$ cat src/rtl/lrc_pkg.sv
package lrc_pkg;
  localparam logic [7:0] RATE_LO_CODE = 8'h06;
  localparam logic [7:0] RATE_HI_CODE = 8'h0A;
  localparam int         LCLK_LO_KHZ  = 162000;
  localparam int         LCLK_HI_KHZ  = 270000;
  localparam logic [7:0] CAP_REV_LANES = 8'h11;

  typedef enum logic [2:0] {
    ST_IDLE,
    ST_MUL_REQ,
    ST_SEARCH,
    ST_MUL_DM,
    ST_SHRINK
  } lrc_state_e;
endpackage

$ cat src/rtl/lrc_cap_decode.sv
module lrc_cap_decode
  import lrc_pkg::*;
(
  input  logic [7:0] cap_rev,
  input  logic [7:0] cap_lane_byte,
  input  logic [7:0] cap_rate,
  output logic [1:0] max_lane_log,
  output logic       hi_rate_ok
);
  logic [4:0] lane_field;
  logic [2:0] unused_hi_bits;

  assign lane_field     = cap_lane_byte[4:0];
  assign unused_hi_bits = cap_lane_byte[7:5];

  always_comb begin
    max_lane_log = 2'd2;
    if (cap_rev >= CAP_REV_LANES) begin
      case (lane_field)
        5'd1:    max_lane_log = 2'd0;
        5'd2:    max_lane_log = 2'd1;
        default: max_lane_log = 2'd2;
      endcase
    end
  end

  assign hi_rate_ok = (cap_rate == RATE_HI_CODE);
endmodule

$ cat src/rtl/lrc_shift_mul.sv
module lrc_shift_mul #(
  parameter int A_W = 20,
  parameter int B_W = 8,
  parameter int P_W = 28
) (
  input  logic           clk,
  input  logic           rst_n,
  input  logic           go,
  input  logic [A_W-1:0] a,
  input  logic [B_W-1:0] b,
  output logic           busy,
  output logic [P_W-1:0] prod
);
  localparam int CNT_W = $clog2(B_W + 1);

  logic [P_W-1:0]   acc_q, mcand_q;
  logic [B_W-1:0]   mplier_q;
  logic [CNT_W-1:0] cnt_q;
  logic             run_q;

  always_ff @(posedge clk or negedge rst_n) begin
    if (!rst_n) begin
      acc_q    <= '0;
      mcand_q  <= '0;
      mplier_q <= '0;
      cnt_q    <= '0;
      run_q    <= 1'b0;
    end else if (go) begin
      acc_q    <= '0;
      mcand_q  <= P_W'(a);
      mplier_q <= b;
      cnt_q    <= CNT_W'(B_W);
      run_q    <= 1'b1;
    end else if (run_q) begin
      if (mplier_q[0]) acc_q <= acc_q + mcand_q;
      mcand_q  <= {mcand_q[P_W-2:0], 1'b0};
      mplier_q <= mplier_q >> 1;
      cnt_q    <= cnt_q - 1'b1;
      if (cnt_q == CNT_W'(1)) run_q <= 1'b0;
    end
  end

  assign busy = run_q | go;
  assign prod = acc_q;
endmodule

$ cat src/rtl/lrc_ratio_shrink.sv
module lrc_ratio_shrink #(
  parameter int IN_W  = 28,
  parameter int OUT_W = 24
) (
  input  logic             clk,
  input  logic             rst_n,
  input  logic             go,
  input  logic [IN_W-1:0]  num_in,
  input  logic [IN_W-1:0]  den_in,
  output logic             busy,
  output logic [OUT_W-1:0] num_out,
  output logic [OUT_W-1:0] den_out
);
  logic [IN_W-1:0] num_q, den_q;
  logic            run_q;
  logic            too_big;

  assign too_big = (|num_q[IN_W-1:OUT_W]) | (|den_q[IN_W-1:OUT_W]);

  always_ff @(posedge clk or negedge rst_n) begin
    if (!rst_n) begin
      num_q <= '0;
      den_q <= '0;
      run_q <= 1'b0;
    end else if (go) begin
      num_q <= num_in;
      den_q <= den_in;
      run_q <= 1'b1;
    end else if (run_q) begin
      if (too_big) begin
        num_q <= num_q >> 1;
        den_q <= den_q >> 1;
      end else begin
        run_q <= 1'b0;
      end
    end
  end

  assign busy    = run_q | go;
  assign num_out = num_q[OUT_W-1:0];
  assign den_out = den_q[OUT_W-1:0];
endmodule

$ cat src/rtl/link_ratio_calc.sv
module link_ratio_calc
  import lrc_pkg::*;
#(
  parameter int PCLK_W       = 20,
  parameter int RATIO_W      = 24,
  parameter int TU_SIZE      = 64,
  parameter int TU_FIELD_W   = 8,
  parameter int MIN_PCLK_KHZ = 10000
) (
  input  logic                          clk,
  input  logic                          rst_n,
  input  logic                          start,
  input  logic [PCLK_W-1:0]             pix_khz,
  input  logic                          panel_mode,
  input  logic [7:0]                    panel_bpp,
  input  logic [7:0]                    cap_rev,
  input  logic [7:0]                    cap_lane_byte,
  input  logic [7:0]                    cap_rate,
  output logic                          busy,
  output logic                          done,
  output logic                          fail,
  output logic                          fail_slow,
  output logic [7:0]                    rate_code,
  output logic [2:0]                    lane_cnt,
  output logic [RATIO_W-1:0]            data_m,
  output logic [RATIO_W-1:0]            data_n,
  output logic [RATIO_W-1:0]            link_m,
  output logic [RATIO_W-1:0]            link_n,
  output logic [RATIO_W+TU_FIELD_W-1:0] data_m_word
);
  localparam int MUL_W  = PCLK_W + 8;
  localparam int WIDE_W = (MUL_W > RATIO_W) ? MUL_W : RATIO_W + 1;
  localparam logic [PCLK_W-1:0]     MIN_PCLK  = PCLK_W'(MIN_PCLK_KHZ);
  localparam logic [WIDE_W-1:0]     LCLK_LO_W = WIDE_W'(LCLK_LO_KHZ);
  localparam logic [WIDE_W-1:0]     LCLK_HI_W = WIDE_W'(LCLK_HI_KHZ);
  localparam logic [TU_FIELD_W-1:0] TU_M1     = TU_FIELD_W'(TU_SIZE - 1);

  lrc_state_e state_q;

  logic [PCLK_W-1:0] pclk_q;
  logic              panel_q;
  logic [1:0]        max_ll_q, dec_ll;
  logic              hi_ok_q, dec_hi;
  logic [WIDE_W-1:0] req_q;
  logic [1:0]        lane_log_q;
  logic              rate_hi_q;

  logic              mul_go, mul_busy;
  logic [7:0]        mul_b;
  logic [WIDE_W-1:0] mul_prod;

  logic              red_go, red_busy_d, red_busy_l;
  logic [WIDE_W-1:0] dm_in, dn_in, lm_in, ln_in;
  logic [RATIO_W-1:0] dm_out, dn_out, lm_out, ln_out;

  logic [WIDE_W-1:0] lclk_w, avail;
  logic              fits;

  // Capability decode of the live inputs; latched on start
  lrc_cap_decode u_cap (
    .cap_rev      (cap_rev),
    .cap_lane_byte(cap_lane_byte),
    .cap_rate     (cap_rate),
    .max_lane_log (dec_ll),
    .hi_rate_ok   (dec_hi)
  );

  // One shared multiplier for required bandwidth and data M
  lrc_shift_mul #(.A_W(PCLK_W), .B_W(8), .P_W(WIDE_W)) u_mul (
    .clk  (clk),
    .rst_n(rst_n),
    .go   (mul_go),
    .a    (pclk_q),
    .b    (mul_b),
    .busy (mul_busy),
    .prod (mul_prod)
  );

  // Two reducers run in parallel: data pair and link pair
  lrc_ratio_shrink #(.IN_W(WIDE_W), .OUT_W(RATIO_W)) u_red_data (
    .clk    (clk),
    .rst_n  (rst_n),
    .go     (red_go),
    .num_in (dm_in),
    .den_in (dn_in),
    .busy   (red_busy_d),
    .num_out(dm_out),
    .den_out(dn_out)
  );

  lrc_ratio_shrink #(.IN_W(WIDE_W), .OUT_W(RATIO_W)) u_red_link (
    .clk    (clk),
    .rst_n  (rst_n),
    .go     (red_go),
    .num_in (lm_in),
    .den_in (ln_in),
    .busy   (red_busy_l),
    .num_out(lm_out),
    .den_out(ln_out)
  );

  assign lclk_w = rate_hi_q ? LCLK_HI_W : LCLK_LO_W;
  assign avail  = lclk_w << lane_log_q;
  assign fits   = (req_q <= avail);
  assign busy   = (state_q != ST_IDLE);

  always_ff @(posedge clk or negedge rst_n) begin
    if (!rst_n) begin
      state_q     <= ST_IDLE;
      pclk_q      <= '0;
      panel_q     <= 1'b0;
      max_ll_q    <= '0;
      hi_ok_q     <= 1'b0;
      req_q       <= '0;
      lane_log_q  <= '0;
      rate_hi_q   <= 1'b0;
      mul_go      <= 1'b0;
      mul_b       <= '0;
      red_go      <= 1'b0;
      dm_in       <= '0;
      dn_in       <= '0;
      lm_in       <= '0;
      ln_in       <= '0;
      done        <= 1'b0;
      fail        <= 1'b0;
      fail_slow   <= 1'b0;
      rate_code   <= '0;
      lane_cnt    <= '0;
      data_m      <= '0;
      data_n      <= '0;
      link_m      <= '0;
      link_n      <= '0;
      data_m_word <= '0;
    end else begin
      done   <= 1'b0;
      mul_go <= 1'b0;
      red_go <= 1'b0;
      case (state_q)
        ST_IDLE: begin
          if (start) begin
            pclk_q   <= pix_khz;
            panel_q  <= panel_mode;
            max_ll_q <= dec_ll;
            hi_ok_q  <= dec_hi;
            if (pix_khz < MIN_PCLK) begin
              done        <= 1'b1;
              fail        <= 1'b1;
              fail_slow   <= 1'b1;
              rate_code   <= '0;
              lane_cnt    <= '0;
              data_m      <= '0;
              data_n      <= '0;
              link_m      <= '0;
              link_n      <= '0;
              data_m_word <= '0;
            end else begin
              mul_go  <= 1'b1;
              mul_b   <= panel_mode ? panel_bpp : 8'd3;
              state_q <= ST_MUL_REQ;
            end
          end
        end
        ST_MUL_REQ: begin
          if (!mul_busy) begin
            req_q      <= panel_q ? (mul_prod >> 3) : mul_prod;
            lane_log_q <= 2'd0;
            rate_hi_q  <= 1'b0;
            state_q    <= ST_SEARCH;
          end
        end
        ST_SEARCH: begin
          if (fits) begin
            mul_go  <= 1'b1;
            mul_b   <= 8'd3;
            state_q <= ST_MUL_DM;
          end else if (!rate_hi_q && hi_ok_q) begin
            rate_hi_q <= 1'b1;
          end else if (lane_log_q < max_ll_q) begin
            lane_log_q <= lane_log_q + 2'd1;
            rate_hi_q  <= 1'b0;
          end else begin
            done        <= 1'b1;
            fail        <= 1'b1;
            fail_slow   <= 1'b0;
            rate_code   <= '0;
            lane_cnt    <= '0;
            data_m      <= '0;
            data_n      <= '0;
            link_m      <= '0;
            link_n      <= '0;
            data_m_word <= '0;
            state_q     <= ST_IDLE;
          end
        end
        ST_MUL_DM: begin
          if (!mul_busy) begin
            red_go  <= 1'b1;
            dm_in   <= mul_prod;
            dn_in   <= avail;
            lm_in   <= WIDE_W'(pclk_q);
            ln_in   <= lclk_w;
            state_q <= ST_SHRINK;
          end
        end
        ST_SHRINK: begin
          if (!red_busy_d && !red_busy_l) begin
            done        <= 1'b1;
            fail        <= 1'b0;
            fail_slow   <= 1'b0;
            rate_code   <= rate_hi_q ? RATE_HI_CODE : RATE_LO_CODE;
            lane_cnt    <= 3'b001 << lane_log_q;
            data_m      <= dm_out;
            data_n      <= dn_out;
            link_m      <= lm_out;
            link_n      <= ln_out;
            data_m_word <= {TU_M1, dm_out};
            state_q     <= ST_IDLE;
          end
        end
        default: state_q <= ST_IDLE;
      endcase
    end
  end
endmodule

$ cat config.mk
export PLATFORM = sky130hd
export DESIGN_NAME = link_ratio_calc
export DESIGN_NICKNAME = d
export VERILOG_FILES = /design/src/rtl/lrc_pkg.sv /design/src/rtl/lrc_cap_decode.sv /design/src/rtl/lrc_shift_mul.sv /design/src/rtl/lrc_ratio_shrink.sv /design/src/rtl/link_ratio_calc.sv
export SDC_FILE = /design/constraint.sdc
export NUM_CORES = 1
export LEC_CHECK = 0
export BUFFER_PORTS_ARGS = -buffer_cell sky130_fd_sc_hd__buf_2
export CORE_ASPECT_RATIO = 2
export CORE_MARGIN = 5
export CORE_UTILIZATION = 60
export DETAILED_ROUTE_END_ITERATION = 12
export GPL_TIMING_DRIVEN = 1
export PLACE_DENSITY = 0.86
export SLEW_MARGIN = 25
export SYNTH_ARGS = -nofsm -noshare
export SYNTH_HDL_FRONTEND = slang
export SYNTH_SLANG_ARGS = --single-unit
$ cat constraint.sdc
create_clock -name clk -period 7.8 [get_ports clk]
set_input_delay 1.56 -clock clk [delete_from_list [all_inputs] [get_ports clk]]
set_output_delay 1.56 -clock clk [all_outputs]
set_load 0.01 [all_outputs]
# [Word-level counts from Yosys, hierarchy flattened]
# Cells that the tools add are included.
[classes] add_sub_neg=3 magnitude_cmp=4 n_eq_ne=22 shifts=2 n_mux=115 n_bitwise=6 n_reduce_logical=31
[ops] op="2-to-1 mux 28 bit" n=18
[ops] op="one-hot mux 24 bit (3 select lines)" n=4
[ops] op="2-to-1 mux 24 bit" n=9
[ops] op="2-to-1 mux 32 bit" n=6
[ops] op="2-to-1 mux 8 bit" n=12
[ops] op="one-hot mux 32 bit (3 select lines)" n=1
[ops] op="2-to-1 mux 3 bit" n=12
[ops] op="2-to-1 mux 1 bit" n=33
[ops] op="adder 28 bit" n=1
[ops] op="<= comparator 28 bit" n=1
[ops] op="left shift 19 x 2 -> 28 bit" n=1
[ops] op="one-hot mux 8 bit (3 select lines)" n=1
[ops] op="inequality test 2 bit (second input constant)" n=11
[ops] op="< comparator 20 x 14 -> 1 bit (second input constant)" n=1
[ops] op="2-to-1 mux 19 bit" n=1
[ops] op="one-hot mux 8 bit (2 select lines)" n=1
[ops] op="nonzero test 2 bit" n=8
[ops] op="OR reduction 4 bit" n=4
[ops] op="one-hot mux 3 bit (5 select lines)" n=1
[ops] op="AND reduction 7 bit" n=2
[ops] op="2-to-1 mux 4 bit" n=3
[ops] op="AND reduction 2 bit" n=6
[ops] op="2-to-1 mux 2 bit" n=5
[ops] op="inequality test 3 bit (second input constant)" n=3
[ops] op="24 further kinds" n=38
[totals] ff_bits=497

# [Longest topological paths before layout]
[depth] depth_word=5 ltp_mapped=13 depth_no_buf=12

# [By module]
# Synthesis repeated with hierarchy kept, for this count alone.
[hier_totals] hier_cells=2099 area_unflattened_um2=21652.0
[by_module_without_submodules] module="link_ratio_calc" instances=1 cells_each=1139 area_per_inst_um2=10530.1 seq_area_each_um2=6055.8
[by_module_without_submodules] module="lrc_ratio_shrink" instances=2 cells_each=240 area_per_inst_um2=3349.5 seq_area_each_um2=1426.4
[by_module_without_submodules] module="lrc_shift_mul" instances=1 cells_each=469 area_per_inst_um2=4347.9 seq_area_each_um2=1726.7
[by_module_without_submodules] module="lrc_cap_decode" instances=1 cells_each=11 area_per_inst_um2=75.1 seq_area_each_um2=0.0

# [Worst setup path after synthesis]
# OpenSTA, ideal clock, no wires.
[synth_path] path_type="in2reg" startpoint="input port pix_khz[19]" endpoint="register link_n[10]" arrival_time_ns=3.072 required_ns=7.668 slack_ns=4.595 cell_stages=7 n_path_buf=1 cell_sequence="or4_1 -> a2111oi_2 -> and2_1 -> a21oi_2 -> nand2_4 -> buf_2 -> o22ai_1"
[synth_between] elab_chain_cells=3
[synth_lines] item="from (decl)" line="link_ratio_calc.sv:13" rtl="input logic [PCLK_W-1:0] pix_khz,"
[synth_lines] item="< comparator 20 x 14 -> 1 bit" line="link_ratio_calc.sv:145" rtl="if (pix_khz < MIN_PCLK) begin"
[synth_lines] item="inequality test 2 bit (no source line)"
[synth_lines] item="AND reduction 7 bit (no source line)"
[synth_lines] item="to (signal assigned)" line="link_ratio_calc.sv:215" rtl="link_n <= ln_out;"
[synth_lines] item="to (decl)" line="link_ratio_calc.sv:28" rtl="output logic [RATIO_W-1:0] link_n,"
# No other way between the ends.
# A chain may end at the register's enable or synchronous reset.

# [Worst setup path after layout]
[layout_path] startpoint="register rate_hi_q" endpoint="register fail"
[layout_between] elab_chain_cells=5
[layout_lines] item="from (decl)" line="link_ratio_calc.sv:46" rtl="logic rate_hi_q;"
[layout_lines] item="from (signal assigned)" line="link_ratio_calc.sv:116" rtl="rate_hi_q <= 1'b0;"
[layout_lines] item="from (signal assigned)" line="link_ratio_calc.sv:167" rtl="rate_hi_q <= 1'b0;"
[layout_lines] item="from (signal assigned)" line="link_ratio_calc.sv:177" rtl="rate_hi_q <= 1'b1;"
[layout_lines] item="2-to-1 mux 19 bit" line="link_ratio_calc.sv:102" rtl="assign lclk_w = rate_hi_q ? LCLK_HI_W : LCLK_LO_W;"
[layout_lines] item="named net lclk_w[13]" line="link_ratio_calc.sv:56" rtl="logic [WIDE_W-1:0] lclk_w, avail;"
[layout_lines] item="left shift 19 x 2 -> 28 bit" line="link_ratio_calc.sv:103" rtl="assign avail = lclk_w << lane_log_q;"
[layout_lines] item="<= comparator 28 bit" line="link_ratio_calc.sv:104" rtl="assign fits = (req_q <= avail);"
[layout_lines] item="inequality test 2 bit (no source line)"
[layout_lines] item="AND reduction 7 bit (no source line)"
[layout_lines] item="to (signal assigned)" line="link_ratio_calc.sv:125" rtl="fail <= 1'b0;"
[layout_lines] item="to (signal assigned)" line="link_ratio_calc.sv:147" rtl="fail <= 1'b1;"
[layout_lines] item="to (signal assigned)" line="link_ratio_calc.sv:183" rtl="fail <= 1'b1;"
[layout_lines] item="to (decl)" line="link_ratio_calc.sv:21" rtl="output logic fail,"
# The timed path passes the listed nets, and every way through them passes these cells.

==> implementation parameters <==
Parameter                              Value

Setup path
  Signal arrival time at the worst endpoint ... 4.84 ns
  Slowest stage delay, CP ... 0.61 ns
  Most used cell along the critical path ... o21a_1
  Crit start category ... flop
  Number of buffer and inverter stages on the critical path ... 1
  Critical Path RT ... 8.26 ns
  Endpoint kind of the worst setup timing path ... flop
  Top Family by Delay on Critical Path ... compound AO/OA/AOI/OAI gates
  CP Max Fanout ... 91
  Worst path slowest cell ... nand2_4
  CP cell instances ... clkinv_1 > ha_1 > or2_2 > ha_1 > o21a_1 > o21a_1 > o21a_1 > o21ai_0 > a31oi_1 > o2111ai_1 > nand2_4 > o21a_1
  CP Class ... reg -> reg

Yosys
  Fraction of synthesized cell area taken by the top area cell type ... 54.0%
  Asr flop ratio synth ... 100%
  Top_reg_cell synth ... dfrtp_1
  Number of synthesized register bits ... 391
  Number of unique standard cell types used by synthesis ... 71
  Top cell types by occurrence after synthesis ... 549 x nand2_1, 391 x dfrtp_1, 137 x o21ai_0, 105 x mux2i_1, 85 x a21oi_1
  Synthesized area per cell ... 9.56 sq um
  Leading cell types by total area after synthesis ... dfrtp_1 54%, nand2_1 11%, mux2i_1 5.8%, ha_1 4.1%, o21ai_0 3.8%
  Post-synthesis sequential area ratio ... 54.0%
  Total number of yosys warnings ... 0
  Synth Cell Area ... around 18000 sq um
  EDFF count, synth ... 0
  Mapped Cells ... 1897
  Cell with the most instances after synthesis ... nand2_1
  Largest area contributor in the synthesized netlist ... dfrtp_1

Timing
  Unrepaired setup endpoints after global routing ... false
  Worst clock skew ... 0.0135 ns
  Headroom to the max-slew limit ... 32.2%
  Final critical-path required period ... 4.38 ns
  Slew @ Worst Pin ... roughly 1.0 ns
  Final cycle utilization of the critical path ... 56.2%
  Setup Total Neg Slack ... 0 ns
  Fin. Hold Viols ... 0
  Final Setup Violations ... 0
  Final number of max-transition violations ... 0
  Max Clock Freq ... 0.228 GHz

Route
  Via-per-instance ratio ... 5.92
  Post-route ant nets ... 0
  WL final ... 44100 um
  Routed WL per cell ... 18.5 um
  Number of DRC violations after detailed routing ... 0
  Detailed router's first-iteration violation count ... roughly 1200
  Initial DRT Pass Iterations ... 7
  Vias ... 14100

Die
  Standard cell core area ... between 30000 and 40000 sq um
  Die Wd ... 133 um
  Effective utilization at floorplan ... 60.3%
  Die Y-Extent ... 256 um
  Count of pins on the block boundary ... 199
  Number of rows created at floorplan ... 90
  DIE AREA ... ~34000 sq um

CTS
  Clock transition at the registers of the reported paths ... 0.07 ns
  Total clock buffers created by CTS ... 31
  Post-CTS Resized ... 0
  TritonCTS clock tree ... done
  CTS Hold Buffers Added ... 0
  Number of setup buffers added after CTS ... 0
  Root cell of the clock tree ... clkbuf_16
  Number of buffers on the longest clock path ... 3
  H-tree Lvls ... 1
  Later-pin clock latency in the skew report ... around 0.58 ns
  CTS sink cnt ... 391

Global routing
  Remaining global-route overflow ... 0
  First-pass GRT wire length ... approximately 72000 um
  Total Routing Usage GR ... around 26%
  Largest net degree at the start of global routing ... 194
  Antenna violations before repair ... 0
  Vias in the first global route ... about 14000

Place
  Final weighted congestion in routability-driven placement ... 0.986
  Port Buf Inserts ... 177
  Half-perimeter wire length after detailed placement ... 29300 um

Run
  # Max-Cap Violations ... 0

Final layout
  Final core occ ... 66.6%
  Layout cells sized above 1 ... around 14%
  Signed area change from the synthesized netlist to the final layout ... 10.4%
  Post-layout net count ... 2101
  # diodes ... 0

Pwr
  IR drop worst, VDD ... about 230 uV
  Pwr/cell area ... 356 nW/um^2
  Cell leakage power ... 10.0 nW
  Tot Pwr ... between 7 and 8 mW

Min path
  HP Class ... reg -> reg

Run status
  Run status ... finished, final reports clean
==> routing by layer <==
metal  track usage [%]  share of wire [%]  vias to the layer above
met2              45.7                 52                      507
met4              13.6                5.8                        0
met5                 0                  0                        -
met1              30.8                 37                     6891
met3              2.34                4.8                      179
li1                  -                  -                     6512
==> placed cells by master (no fill, tap or decap), types with 23 or more instances in the layout <==
cell / Yosys / final
a21oi_1: 85 / 84
nor2_1: 65 / 65
inv_1: 37 / 37
mux2_2: 23 / 23
dfrtp_1: 391 / 388
ha_1: 59 / 59
buf_2: 9 / 176
o21ai_1: 75 / 75
o21ai_0: 137 / 137
clkbuf_16: 0 / 31
mux2i_1: 105 / 105
nand2_1: 549 / 549
==> path summary, 6_finish.rpt <==
kind                       startpoint                   end  slack, ns  cells after the start
max                         rate_hi_q                  fail       3.42                     12
min                         lm_in[18]             lm_in[18]       0.48                      2
max reg2reg                 rate_hi_q                  fail       3.42                     12
min reg2reg                 lm_in[18]             lm_in[18]       0.48                      2
max in group asynchronous       rst_n  u_red_data.num_q[15]       5.09                      3
min in group asynchronous       rst_n  u_red_data.den_q[18]       1.01                      1
==> kinds of logic (layout without fill, tap and decap cells) <==
| logic type | Yosys count | in the layout | synth area share (%) |
|---|---|---|---|
| AO/OA/AOI/OAI | 396 | 396 | 12.5 |
| XOR/XNOR | 20 | 20 | 0.966 |
| adder cells (fa/ha/maj) | 60 | 60 | 4.18 |
| buffers and inverters | 193 | 289 | 5.06 |
| flip-flops | 391 | 391 | 54.0 |
| multiplexers | 128 | 128 | 7.23 |
| other | 1 | 18 | 0.0207 |
| AND/OR/NAND/NOR | 708 | 708 | 16.0 |
==> state kept, by name (all words and copies together) (netlist names), 18 cells and up <==
name and flops:
u_mul.prod 28, lm_in 20, link_n 19, u_mul.mcand_q 28
data_m 23, link_m 20, dm_in 28, pclk_q 20
dn_in 18, u_red_link.den_q 19, u_red_data.num_q 28, u_red_data.den_q 22
u_red_link.num_q 20, data_n 22, req_q 28
==> where the power goes <==
part,switching [mW],leakage [nW],internal (mW)
Combinational,1.44,4.37,0.905
Sequential,0.532,5.14,2.62
Clock,0.733,0.502,0.907
Total,2.70,10.0,4.43
==> worst register-to-register path, delay by kind of cell (launching register included) <==
kind	cells	cell delay (ns)
DFF	1	0.59
adders and majority gates	2	0.69
buffers and inverters	1	0.49
and+or+nand+nor	2	0.91
AOI/OAI and AO/OA	7	1.57
==> through the flow <==
stage | instance area [sq um] | std cells | setup slack [ns] | hold WS [ns]
floorplan | 18200 | 1914 | 4.60 | 0.352
global placement | 18900 | 2319 | 3.44 | 0.451
detailed placement | 18900 | 2319 | 3.40 | 0.456
CTS | 20000 | 2377 | 3.47 | 0.476
global route | 20000 | 2378 | 3.14 | 0.482
finish | 20000 | 2378 | 3.42 | 0.478
==> cell type report <==
type | count | area [sq um]
Fill cell | 2216 | 10000
Clock buffer | 43 | 861
Inverter | 39 | 148
Timing Repair Buffer | 192 | 1050
Clock inverter | 15 | 191
Multi-Input combinational cell | 1330 | 7520
Tap cell | 368 | 460
Sequential cell | 391 | 9790
Note: power is estimated with default switching activity, not from simulation.
